[src/rtl/cardcfg_pkg.sv]
package cardcfg_pkg;

  localparam int unsigned OFS_OPT  = 0;
  localparam int unsigned OFS_STAT = 2;
  localparam int unsigned OFS_PIN  = 4;

  localparam logic [7:0] OPT_STORE_MASK = 8'hCF;
  localparam logic [7:0] STAT_KEEP_MASK = 8'h82;
  localparam logic [7:0] STAT_LOAD_MASK = 8'h74;
  localparam logic [7:0] PIN_FIXED      = 8'h0C;

  localparam int unsigned BIT_INT   = 1;
  localparam int unsigned BIT_PWR   = 2;
  localparam int unsigned BIT_RESET = 7;
  localparam int unsigned BIT_CRDY  = 5;
  localparam int unsigned BIT_RDY   = 1;

  typedef enum logic [2:0] {
    SEL_ZERO = 3'd0,
    SEL_ROM  = 3'd1,
    SEL_OPT  = 3'd2,
    SEL_STAT = 3'd3,
    SEL_PIN  = 3'd4
  } acc_sel_e;

endpackage

[src/rtl/cardcfg_state.sv]
module cardcfg_state
  import cardcfg_pkg::*;
(
  input  logic       clk,
  input  logic       rst_n,
  input  logic       wr_en,
  input  acc_sel_e   sel,
  input  logic [7:0] wdata,
  input  logic       dev_irq,
  input  logic       ctl_rst_req,
  output logic [7:0] opt_q,
  output logic [7:0] stat_q,
  output logic       crdy_q,
  output logic       rdy_q,
  output logic       card_rst
);

  logic wr_opt, wr_stat, wr_pin;
  logic [7:0] stat_nx;

  assign wr_opt   = wr_en && (sel == SEL_OPT);
  assign wr_stat  = wr_en && (sel == SEL_STAT);
  assign wr_pin   = wr_en && (sel == SEL_PIN);
  assign card_rst = ctl_rst_req || (wr_opt && wdata[BIT_RESET]);

  always_comb begin
    stat_nx = stat_q;
    if (wr_stat) stat_nx = (stat_q & STAT_KEEP_MASK) | (wdata & STAT_LOAD_MASK);
    stat_nx[BIT_INT] = dev_irq;
  end

  always_ff @(posedge clk or negedge rst_n) begin
    if (!rst_n) begin
      opt_q  <= '0;
      stat_q <= '0;
      crdy_q <= 1'b0;
      rdy_q  <= 1'b0;
    end else if (card_rst) begin
      opt_q  <= '0;
      stat_q <= '0;
      crdy_q <= 1'b0;
      rdy_q  <= 1'b0;
    end else begin
      if (wr_opt) opt_q <= wdata & OPT_STORE_MASK;
      stat_q <= stat_nx;
      if (wr_stat && (stat_q[BIT_PWR] != wdata[BIT_PWR])) crdy_q <= 1'b1;
      if (wr_pin) rdy_q <= wdata[BIT_RDY];
    end
  end

  // card-ready is sticky until a card reset
  p_crdy_sticky_r5: assert property (@(posedge clk) disable iff (!rst_n)
    (crdy_q && !card_rst) |=> crdy_q);

  // interrupt bit samples the device level
  p_int_follow_r10: assert property (@(posedge clk) disable iff (!rst_n)
    !card_rst |=> (stat_q[BIT_INT] == $past(dev_irq)));

  // a card reset empties every register
  p_reset_clears_r3: assert property (@(posedge clk) disable iff (!rst_n)
    card_rst |=> (opt_q == 8'h00 && stat_q == 8'h00 && !crdy_q && !rdy_q));

  // bit 7 of status is never loaded from a write
  p_stat_keep_r4: assert property (@(posedge clk) disable iff (!rst_n)
    (wr_stat && !card_rst) |=> (stat_q[7] == $past(stat_q[7])));

endmodule

[src/rtl/cardcfg_rdmux.sv]
module cardcfg_rdmux
  import cardcfg_pkg::*;
(
  input  logic       clk,
  input  logic       rst_n,
  input  logic       rd_en,
  input  acc_sel_e   sel,
  input  logic [7:0] rom_data,
  input  logic [7:0] opt_q,
  input  logic [7:0] stat_q,
  input  logic       crdy_q,
  input  logic       ien,
  output logic [7:0] rdata,
  output logic       rvalid
);

  logic [7:0] rd_nx;
  logic [7:0] stat_view;

  always_comb begin
    stat_view = stat_q;
    if (ien) stat_view[BIT_INT] = 1'b0;
    unique case (sel)
      SEL_ROM:  rd_nx = rom_data;
      SEL_OPT:  rd_nx = opt_q;
      SEL_STAT: rd_nx = stat_view;
      SEL_PIN:  rd_nx = PIN_FIXED | (8'(crdy_q) << BIT_CRDY);
      default:  rd_nx = 8'h00;
    endcase
  end

  always_ff @(posedge clk or negedge rst_n) begin
    if (!rst_n) begin
      rdata  <= '0;
      rvalid <= 1'b0;
    end else begin
      rvalid <= rd_en;
      if (rd_en) rdata <= rd_nx;
    end
  end

  // one response per read, one cycle later
  p_rvalid_timing_r1: assert property (@(posedge clk) disable iff (!rst_n)
    rd_en |=> rvalid);
  p_rvalid_only_r1: assert property (@(posedge clk) disable iff (!rst_n)
    !rd_en |=> !rvalid);

endmodule

[src/rtl/cardcfg_regs.sv]
module cardcfg_regs
  import cardcfg_pkg::*;
#(
  parameter int unsigned AW      = 10,
  parameter int unsigned ROM_LEN = 330
) (
  input  logic          clk,
  input  logic          rst_n,
  input  logic          bus_rd,
  input  logic          bus_wr,
  input  logic [AW-1:0] bus_addr,
  input  logic [7:0]    bus_wdata,
  output logic [7:0]    bus_rdata,
  output logic          bus_rvalid,
  input  logic [AW-1:0] cfg_base,
  output logic [AW-1:0] rom_addr,
  input  logic [7:0]    rom_data,
  input  logic          dev_irq,
  input  logic          ctl_ien,
  input  logic          ctl_srst,
  input  logic          ctl_rst_req,
  output logic          irq_n,
  output logic [5:0]    mode,
  output logic          pin_rdy,
  output logic          ata_rst
);

  localparam int unsigned OFS_W = AW;

  acc_sel_e          sel;
  logic [OFS_W-1:0]  ofs;
  logic [7:0]        opt_q, stat_q;
  logic              crdy_q, card_rst, ata_rst_q;

  assign ofs      = bus_addr - cfg_base;
  assign rom_addr = bus_addr;

  always_comb begin
    if (bus_addr < cfg_base) begin
      sel = (32'(bus_addr) < ROM_LEN) ? SEL_ROM : SEL_ZERO;
    end else if (ofs == OFS_W'(OFS_OPT)) begin
      sel = SEL_OPT;
    end else if (ofs == OFS_W'(OFS_STAT)) begin
      sel = SEL_STAT;
    end else if (ofs == OFS_W'(OFS_PIN)) begin
      sel = SEL_PIN;
    end else begin
      sel = SEL_ZERO;
    end
  end

  cardcfg_state u_state (
    .clk         (clk),
    .rst_n       (rst_n),
    .wr_en       (bus_wr),
    .sel         (sel),
    .wdata       (bus_wdata),
    .dev_irq     (dev_irq),
    .ctl_rst_req (ctl_rst_req),
    .opt_q       (opt_q),
    .stat_q      (stat_q),
    .crdy_q      (crdy_q),
    .rdy_q       (pin_rdy),
    .card_rst    (card_rst)
  );

  cardcfg_rdmux u_rdmux (
    .clk      (clk),
    .rst_n    (rst_n),
    .rd_en    (bus_rd),
    .sel      (sel),
    .rom_data (rom_data),
    .opt_q    (opt_q),
    .stat_q   (stat_q),
    .crdy_q   (crdy_q),
    .ien      (ctl_ien),
    .rdata    (bus_rdata),
    .rvalid   (bus_rvalid)
  );

  // Inverted sense: request while the device interrupt bit is clear
  assign irq_n = stat_q[BIT_INT] | ctl_ien | ctl_srst | opt_q[BIT_RESET];
  assign mode  = opt_q[5:0];

  always_ff @(posedge clk or negedge rst_n) begin
    if (!rst_n) ata_rst_q <= 1'b0;
    else        ata_rst_q <= card_rst;
  end
  assign ata_rst = ata_rst_q;

  // every card reset is followed by the ATA reset pulse
  p_ata_pulse_r3: assert property (@(posedge clk) disable iff (!rst_n)
    card_rst |=> ata_rst);

  // no request while any gate input is active
  p_irq_gate_r9: assert property (@(posedge clk) disable iff (!rst_n)
    (ctl_ien || ctl_srst) |-> irq_n);

  // mode field never shows the masked-out bits
  p_mode_masked_r2: assert property (@(posedge clk) disable iff (!rst_n)
    mode[5:4] == 2'b00);

endmodule

[config.mk]
export PLATFORM = sky130hd
export DESIGN_NAME = cardcfg_regs
export DESIGN_NICKNAME = d
export VERILOG_FILES = /design/src/rtl/cardcfg_pkg.sv /design/src/rtl/cardcfg_state.sv /design/src/rtl/cardcfg_rdmux.sv /design/src/rtl/cardcfg_regs.sv
export SDC_FILE = /design/constraint.sdc
export NUM_CORES = 1
export LEC_CHECK = 0
export BUFFER_PORTS_ARGS = -buffer_cell sky130_fd_sc_hd__buf_2
export CELL_PAD_IN_SITES_DETAIL_PLACEMENT = 2
export CELL_PAD_IN_SITES_GLOBAL_PLACEMENT = 2
export CORE_MARGIN = 2
export CORE_UTILIZATION = 28
export DETAILED_ROUTE_END_ITERATION = 8
export MAX_ROUTING_LAYER = met4
export PLACE_DENSITY = 0.92
export SKIP_CTS_REPAIR_TIMING = 1
export SLEW_MARGIN = 5
export SYNTH_ARGS = -nofsm -noshare
export SYNTH_HDL_FRONTEND = slang
export SYNTH_SLANG_ARGS = --single-unit
[constraint.sdc]
create_clock -name clk -period 1.4 [get_ports clk]
set_clock_uncertainty 0.2 [all_clocks]
set_input_delay 0.07 -clock clk [delete_from_list [all_inputs] [get_ports clk]]
set_output_delay 0.07 -clock clk [all_outputs]
set_load 0.01 [all_outputs]
### Word level (Yosys, flattened, before mapping)

Index checks and enable logic that the tools add are counted.
Widths: inputs -> output; s select.

| storage, ports and cells | value |
|---|---|
| register bits after elaboration | 28 |
| latch bits | 0 |
| memory bits (writable) | 0 |
| memory bits (read-only) | 0 |
| logic and storage cells | 48 |
| memories kept | 0 |

| operators by class | value |
|---|---|
| add/sub/neg operators | 1 |
| multipliers | 0 |
| divide/modulo/power cells | 0 |
| $lt $le $gt $ge | 2 |
| equality and inequality tests | 7 |
| shift-type cells | 0 |
| mux-type cells | 15 |
| bitwise logic cells | 4 |
| reductions and logical operators | 11 |

Operators with widths:

| kind | count |
|---|---|
| $mux 8 | 4 |
| $pmux 8 s4 | 1 |
| $mux 3 | 4 |
| $eq 10x2->1 const B | 1 |
| $eq 10x3->1 const B | 1 |
| $logic_not 10->1 | 1 |
| $lt 10x10->1 | 1 |
| $lt 10x9->1 const B | 1 |
| $sub 10x10->10 | 1 |
| $or 8x7->8 | 1 |
| $reduce_bool 2->1 | 4 |
| $eq 3x2->1 const B | 2 |
| $mux 1 | 6 |
| $logic_and 1x1->1 | 5 |
| $eq 3x1->1 const B | 1 |
| $eq 3x3->1 const B | 1 |
| $or 1x1->1 | 3 |
| $logic_or 1x1->1 | 1 |
| $ne 1x1->1 | 1 |

### Longest topological paths before layout

Gate-level depths: netlist (run 1).

| depth | value |
|---|---|
| word-level depth | 11 |
| gate-level depth with buffers | 12 |

### By module

Synthesis (run 1) repeated with hierarchy kept, for this count alone.

| second synthesis, totals | value |
|---|---|
| cell total of the unflattened synthesis | 196 |
| area, all modules | 1871.8 um2 |

By module, submodules not included:

| module | times used | cells an instance | area each (um2) | sequential area each (um2) |
|---|---|---|---|---|
| cardcfg_regs | 1 | 96 | 700.7 | 25.0 |
| cardcfg_state | 1 | 47 | 598.1 | 325.3 |
| cardcfg_rdmux | 1 | 53 | 573.0 | 225.2 |

### Worst setup path after synthesis (run 1)

OpenSTA, ideal clock, no wires.

| path | value |
|---|---|
| kind | input to register |
| start | input cfg_base[6] |
| end | register u_state.opt_q[0] |
| setup time | 0.079 ns |
| data arrival time | 2.256 ns |
| data required time | 1.121 ns |
| slack | -1.135 ns |
| cell stages on the path | 12 |
| buffers on the path | 3 |
| cell sequence | inv_1 ha_1 buf_6 a21oi_4 nand2_1 a21o_1 or4_4 buf_6 a21oi_2 and3_1 buf_4 mux2i_1 |

| on the way | value |
|---|---|
| longest elaborated chain between the ends | 11 |
| elaborated cells on any way between the ends | 15 |

Ends and longest elaborated chain:

| item | line | text |
|---|---|---|
| start, declared | cardcfg_regs.sv:15 | `input logic [AW-1:0] cfg_base,` |
| $sub 10x10->10 | cardcfg_regs.sv:35 | `assign ofs = bus_addr - cfg_base;` |
| $eq 10x3->1 | cardcfg_regs.sv:45 | `end else if (ofs == OFS_W'(OFS_PIN)) begin` |
| $mux 3 | cardcfg_regs.sv:45 |  |
| $mux 3 | cardcfg_regs.sv:43 | `end else if (ofs == OFS_W'(OFS_STAT)) begin` |
| $mux 3 | cardcfg_regs.sv:41 | `end else if (ofs == OFS_W'(OFS_OPT)) begin` |
| $mux 3 (*) | cardcfg_regs.sv:39 | `if (bus_addr < cfg_base) begin` |
| $eq 3x2->1 (*) | cardcfg_state.sv:21 | `assign wr_opt = wr_en && (sel == SEL_OPT);` |
| $logic_and 1x1->1 (*) | cardcfg_state.sv:21 |  |
| $logic_and 1x1->1 | cardcfg_state.sv:24 | `assign card_rst = ctl_rst_req \|\| (wr_opt && wdata[BIT_RESET]);` |
| $logic_or 1x1->1 | cardcfg_state.sv:24 |  |
| $mux 8 or $reduce_bool 2->1 (tied branches) | -- |  |
| end signal, assigned | cardcfg_state.sv:44 | `if (wr_opt) opt_q <= wdata & OPT_STORE_MASK;` |
| end, declared | cardcfg_state.sv:11 | `output logic [7:0] opt_q,` |

Every way passes the cells marked *; elsewhere a longest branch is shown, timed or not.
A chain may end at the register's enable or synchronous reset.

### Worst setup path in the final report (run 1)

| path | value |
|---|---|
| start | input bus_addr[6] |
| end | register u_state.stat_q[4] |

| on the way | value |
|---|---|
| longest elaborated chain between the ends | 11 |
| elaborated cells on any way between the ends | 19 |

Ends and longest elaborated chain:

| item | line | text |
|---|---|---|
| start, declared | cardcfg_regs.sv:11 | `input logic [AW-1:0] bus_addr,` |
| $sub 10x10->10 | cardcfg_regs.sv:35 |  |
| $eq 10x3->1 | cardcfg_regs.sv:45 |  |
| $mux 3 | cardcfg_regs.sv:45 |  |
| $mux 3 | cardcfg_regs.sv:43 |  |
| $mux 3 | cardcfg_regs.sv:41 |  |
| $mux 3 (*) | cardcfg_regs.sv:39 |  |
| $eq 3x2->1 | cardcfg_state.sv:21 |  |
| $logic_and 1x1->1 | cardcfg_state.sv:21 |  |
| $logic_and 1x1->1 | cardcfg_state.sv:24 |  |
| $logic_or 1x1->1 | cardcfg_state.sv:24 |  |
| $mux 8 or $reduce_bool 2->1 (tied branches) | -- |  |
| end signal, assigned | cardcfg_state.sv:45 | `stat_q <= stat_nx;` |
| end, declared | cardcfg_state.sv:12 | `output logic [7:0] stat_q,` |

Marked as above.

==> results_dict.tcl, run 1 <==
set metrics [dict create \
    place.gp.congestion 0.846 \
    drt-wirelength-per-cell_um 22.9 \
    timing.rr.start "u_state.stat_q[4]$_DFFE_PN0P_" \
    power.leakage_uw 0.00141 \
    grt_antenna_before_repair 0 \
    cts-htree-levels 1 \
    fin_setup_tns_ns -19.88 \
    die_y_um 86.9 \
    synthArstFlopShare_pct 100 \
    min_path_type "in2reg" \
    rsz0062_at_grt "true" \
    die_x_um 86.9 \
    period_share_pct 171 \
    cts_tree "yes" \
    ys.warnings.count 0 \
    synth-edff-count 0 \
    postSynthCellCount 223 \
    dieArea_sq_um 7550 \
    clk_latency_ns 0.29 \
    drt-pass1-iter-count 4 \
    synth_top_cell_area_share_pct 29.9 \
    hold_path_depth 4 \
    rrSetupSlack_ns -0.13 \
    grt_max_degree 24 \
    wl_um 9690 \
    violations "hold timing, setup timing" \
    relSlewSlack_pct 60.0 \
    grt_pass1_wl_um 12200 \
    synth.area.top_cells "dfrtp_1 (30%), buf_4 (6.6%), ha_1 (6.5%)" \
    r2r_end "u_rdmux.rdata[4]$_DFFE_PN0P_" \
    overflow 0 \
    startpoint "bus_addr[6]" \
    ys.flop_type "dfrtp_1" \
    initial_core_util_pct 28.6 \
    drc 0 \
    postRouteAntennaNets 0 \
    drv_cap 0 \
    grt_pass1_vias 2398 \
    final_util_pct 47.3 \
    antenna_cells 0 \
    clockBufferDepth 2 \
    dr_total_vias 2281 \
    start_kind "primary input" \
    synth_cell_types 52 \
    final_nets 398 \
    crit_fanout 6 \
    whs_ns -0.0216 \
    outcome "finished, violations left" \
    final-hold-violation-count 3 \
    grtUsageTotal_pct 21.1 \
    worstSetupEndpointType "register" \
    powerDensity_nw_per_um2 663 \
    ir_drop_mv 0.383 \
    slew_viol_final 0 \
    critPathKind "in2reg" \
    synth.avg_cell_area_sq_um 8.63 \
    arrival_ns 2.38 \
    synth_area_sq_um 1920 \
    cts.clk_slew.worst_paths_ns 0.09 \
    ys_seq_area_share_pct 29.9 \
    period_minus_slack_ns 2.40 \
    drtIter0Drc 70 \
    worstMarginPinSlew_ns 0.585 \
    row_count 30 \
    drive_gt1_share_pct 49.6 \
    numCtsBuffers 3 \
    ys_seq_elements 23 \
    worstHoldStart "rom_data[0]" \
    dpl.hpwl_um 6280 \
    cts-root-buf "clkbuf_8" \
    core_sq_um 6720 \
    fmax_ghz 0.417 \
    areaGrowthSynthToFinish_pct 65.0 \
    worst-endpoint-required_ns 1.38 \
    synth_top_cell_by_area "dfrtp_1" \
    total_power_uw 2100 \
    n_fill_cell 743 \
    setup_viol 23 \
    io_pins 72 \
    worstRegToRegCells 4 \
    place.port_buffers 69 \
    fin_ws_ns -0.997 \
    vias_per_cell 5.39 \
    holdPathEnd "u_rdmux.rdata[0]$_DFFE_PN0P_" \
    cts_sinks 23 \
]
[final cells by class]
type	instances	area, sq um	share of cell area [%]
Timing Repair Buffer	139	963	30.3
Tap cell	80	100	3.15
Inverter	23	111	3.51
Clock buffer	3	41.3	1.30
Multi-Input combinational cell	154	1380	43.3
Clock inverter	1	7.51	0.236
Sequential cell	23	576	18.1
[flip-flops by register name, summed over array words and instances (netlist names)]
signal	count
u_state.rdy_q	1
u_state.stat_q	5
u_state.crdy_q	1
u_state.opt_q	6
ata_rst	1
u_rdmux.rdata	8
u_rdmux.rvalid	1
[cell usage after synthesis (3+ instances only)]
master,count
o22ai_1,7
buf_4,17
dfrtp_1,23
o2111ai_1,3
and2_1,3
inv_1,23
clkbuf_1,3
o221ai_1,3
a41oi_1,3
nor2_1,11
nand3_1,6
nor3b_1,3
nor3_1,6
o21ai_0,10
a21oi_1,10
ha_1,10
a21o_1,5
mux2i_1,9
nand2_1,21
a32oi_1,4
o21a_1,4
[kinds of logic (layout without fill, tap and decap cells)]
kind of cell / Yosys count / after routing / synth area share (%)
compound gates: 68 / 68 / 27.7
xor+xnor: 1 / 1 / 0.455
fa+ha+maj: 10 / 10 / 6.50
buf+inv: 47 / 166 / 13.3
flops: 23 / 23 / 29.9
mux: 9 / 9 / 4.68
other cells: 1 / 2 / 0.195
simple gates: 64 / 64 / 17.2
[layer usage]
layer / track usage (%) / share of wire [%] / up-vias
met4: 2.98 / 4.2 / 0
met5: - / 0 / -
met2: 38.1 / 50 / 77
met3: 2.65 / 4.3 / 37
met1: 25.5 / 42 / 1135
li1: - / - / 1032
[cells in the final DEF (no fill, tap or decap), types with 2 or more instances in the layout]
master / synthesis / final
or4_4: 1 / 2
conb_1: 1 / 2
clkbuf_8: 0 / 3
nor3_4: 0 / 2
dlygate4sd3_1: 0 / 18
buf_4: 17 / 48
o21a_1: 4 / 4
nand3_1: 6 / 5
o2111ai_1: 3 / 3
a21boi_0: 2 / 2
buf_8: 0 / 2
inv_1: 23 / 19
a21oi_4: 1 / 5
nor2_1: 11 / 9
a21o_1: 5 / 5
o221ai_1: 3 / 2
a2111oi_4: 1 / 2
dfrtp_1: 23 / 23
inv_2: 0 / 2
o21ai_0: 10 / 7
buf_2: 1 / 65
nand4_1: 2 / 2
ha_1: 10 / 3
mux2i_1: 9 / 8
nor3b_2: 0 / 2
o2bb2ai_1: 2 / 2
ha_4: 0 / 7
a32oi_1: 4 / 4
buf_6: 2 / 6
a21oi_1: 10 / 7
and2_1: 3 / 3
inv_12: 0 / 2
nand2_1: 21 / 21
o22ai_1: 7 / 6
a41oi_1: 3 / 3
nand2b_1: 2 / 2
o21ai_2: 0 / 2
nor3_1: 6 / 3
[worst max-delay path, stage by stage]
cell       delay, ns
buf_6           0.11
ha_4            0.27
a21oi_4         0.17
nand2_1         0.09
a21o_1          0.23
or4_4           0.56
a2111oi_4       0.37
buf_4           0.22
mux2i_1         0.21
nor2_1          0.07
[through the flow]
stage / area (sq um) / hold slack [ns] / std cells / setup slack (ns)
after CTS: 2680 / -0.425 / 393 / -1.16
final: 3180 / -0.0216 / 423 / -0.997
after global placement: 2630 / -0.141 / 389 / -1.24
after detailed placement: 2630 / -0.117 / 389 / -1.40
after global routing: 3180 / 0.00653 / 423 / -1.09
after floorplan: 2060 / -0.426 / 224 / -1.12
[worst max path at each step]
stage / slack [ns] / to / depth (start not counted)
finish: -1.0 / u_state.stat_q[4]$_DFFE_PN0P_ / 10
global route: -1.09 / u_state.rdy_q$_DFFE_PN0P_ / 10
CTS: -1.16 / u_state.opt_q[6]$_DFFE_PN0P_ / 9
detailed placement: -1.40 / u_state.opt_q[7]$_DFFE_PN0P_ / 9
global placement: -1.24 / u_state.stat_q[1]$_DFF_PN0_ / 10
floorplan: -1.12 / u_state.stat_q[2]$_DFFE_PN0P_ / 11
[report_power, final]
group	total, uW	switching [uW]	internal [uW]
Combinational	981	532	449
Sequential	678	4.94	673
Clock	446	243	203
Note: power is estimated with default switching activity, not from simulation.
==> run 2: changes to the inputs <==
--- a/config.mk
+++ b/config.mk
@@ -8,8 +8,10 @@
 export BUFFER_PORTS_ARGS = -buffer_cell sky130_fd_sc_hd__buf_2
 export CELL_PAD_IN_SITES_DETAIL_PLACEMENT = 2
 export CELL_PAD_IN_SITES_GLOBAL_PLACEMENT = 2
+export CORE_ASPECT_RATIO = 1.4
 export CORE_MARGIN = 2
 export CORE_UTILIZATION = 28
+export CTS_CLUSTER_DIAMETER = 100
 export DETAILED_ROUTE_END_ITERATION = 8
 export MAX_ROUTING_LAYER = met4
 export PLACE_DENSITY = 0.92
==> run 2 against run 1 <==
- the flow still finishes with violations (hold timing, setup timing)
- non-clock buffer count fell by 10
- flip-flop and latch count did not move
- sequential power barely moved
- setup slack improved by 0.077 ns
- maximum frequency rose by 3.3%
- total power fell by 4.1%
- die area rose by 0.13%
- highest routed layer unchanged
==> results_dict.tcl, run 2 (synthesis gave the netlist of run 1 again) <==
set metrics [dict create \
    outcome "finished, violations left" \
    violations "hold timing, setup timing" \
    top_usage_layer "met2" \
    start_kind "primary input" \
    critical-path-slowest-cell "a2111oi_4" \
    clockBufferDepth 2 \
    grt_pass1_vias 2332 \
    place.gp.congestion 0.845 \
    period_minus_slack_ns 2.32 \
    worst-endpoint-required_ns 1.35 \
    final_nets 389 \
    grtUsageTotal_pct 19.8 \
    ir_drop_mv 0.455 \
    vias_per_cell 5.18 \
    row_count 35 \
    cts_sinks 23 \
    dpl_cell_area_sq_um 2620 \
    use_met3_pct 1.08 \
    postRouteAntennaNets 0 \
    cts-root-buf "clkbuf_8" \
    grt_antenna_before_repair 0 \
    dpl.hpwl_um 5880 \
    drt-wirelength-per-cell_um 20.0 \
    drtIter0Drc 57 \
    grt_max_degree 24 \
    slew_viol_final 0 \
    power.leakage_uw 0.00138 \
    drc 0 \
    min_path_type "in2reg" \
    final_area_sq_um 3140 \
    dieArea_sq_um 7560 \
    met1_usage_pct 18.7 \
    clk_latency_ns 0.26 \
    die_y_um 102 \
    antenna_cells 0 \
    drv_cap 0 \
    fmax_ghz 0.431 \
    setup_viol 23 \
    powerDensity_nw_per_um2 643 \
    crit_fanout 7 \
    crit_path_cell_trace "buf_2 > inv_1 > ha_4 > a21oi_4 > o211a_1 > o21a_1 > o221ai_2 > a2111oi_4 > buf_6 > mux2i_1 > nor2_1" \
    rsz0062_at_grt "true" \
    areaGrowthSynthToFinish_pct 63.1 \
    path_buf_inv 3 \
    drt-pass1-iter-count 4 \
    core_sq_um 6610 \
    worstSetupEndpointType "register" \
    arrival_ns 2.27 \
    cp_top_family "compound AO/OA/AOI/OAI gates" \
    numCtsBuffers 3 \
    top_regs "u_rdmux.rdata x8, u_state.opt_q x6, u_state.stat_q x5" \
    wl_um 8540 \
    die_x_um 74.1 \
    relSlewSlack_pct 62.7 \
    dr_total_vias 2206 \
    cts_tree "yes" \
    overflow 0 \
    period_share_pct 166 \
    worstMarginPinSlew_ns 0.560 \
    cts-htree-levels 1 \
    io_pins 72 \
    largest_reg_flops 8 \
    initial_core_util_pct 29.1 \
    most-common-layout-cells "buf_2 (65), buf_4 (40), dfrtp_1 (23)" \
    final_common_cell "buf_2" \
    max_stage_delay_ns 0.37 \
    regMostFlops "u_rdmux.rdata" \
    fin_ws_ns -0.920 \
    rrSetupSlack_ns -0.05 \
    grt_pass1_wl_um 11200 \
    whs_ns -0.0109 \
    cts.clk_slew.worst_paths_ns 0.08 \
    drive_gt1_share_pct 50.6 \
    critPathKind "in2reg" \
    use_met2_pct 40.6 \
    final-hold-violation-count 2 \
    place.port_buffers 69 \
    total_power_uw 2020 \
]
## run 2: cell types whose count changed in the layout (fill, tap and decap cells not counted), moves of 3 or more
cell / before / now
a41oi_1: 3 / 0
a41oi_2: 0 / 3
buf_4: 48 / 40
ha_4: 7 / 4
nor2_2: 1 / 4
## run 2: per-layer routing
metal  wire [um]  vias up
met5           0        -
met4         344        0
met3         212       23
met2        5090       72
met1        2890     1093
li1            -     1018
## run 2: worst min-delay path: stages
cell	delay [ns]
buf_2	0.09
nor2_1	0.10
nand2_1	0.09
mux2i_1	0.06
## run 2: layout make-up
cell class / instances / area [sq um]
Clock buffer: 4 / 45.0
Timing Repair Buffer: 129 / 887
Inverter: 23 / 111
Sequential cell: 23 / 576
Multi-Input combinational cell: 155 / 1400
Tap cell: 92 / 115
Fill cell: 717 / 3470
## run 2: worst paths after layout
| path | cells after the start | start | end |
|---|---|---|---|
| max | 11 | cfg_base[3] | u_state.stat_q[5]$_DFFE_PN0P_ |
| min | 4 | ctl_rst_req | u_state.opt_q[1]$_DFFE_PN0P_ |
| max reg2reg | 3 | u_state.stat_q[1]$_DFF_PN0_ | u_rdmux.rdata[1]$_DFFE_PN0P_ |
| min reg2reg | 2 | u_rdmux.rdata[3]$_DFFE_PN0P_ | u_rdmux.rdata[3]$_DFFE_PN0P_ |
| max in group asynchronous | 2 | rst_n | u_state.stat_q[2]$_DFFE_PN0P_ |
| min in group asynchronous | 2 | rst_n | u_rdmux.rdata[7]$_DFFE_PN0P_ |
## run 2: where the power goes
part,internal [uW],switching [uW]
registers,673,4.73
logic,409,511
clock network,203,217
total,1290,733
## run 2: stage by stage
stage / hold WS (ns) / cells / setup TNS (ns) / util, % / worst slack [ns]
finish: -0.0109 / 426 / -18.45 / 47.5 / -0.920
global route: 0.0102 / 426 / -20.46 / 47.5 / -0.995
CTS: -0.408 / 402 / -22.95 / 40.3 / -1.08
detailed placement: -0.120 / 398 / -28.68 / 39.6 / -1.35
global placement: -0.141 / 398 / -26.46 / 39.6 / -1.25
floorplan: -0.426 / 224 / -21.62 / - / -1.12
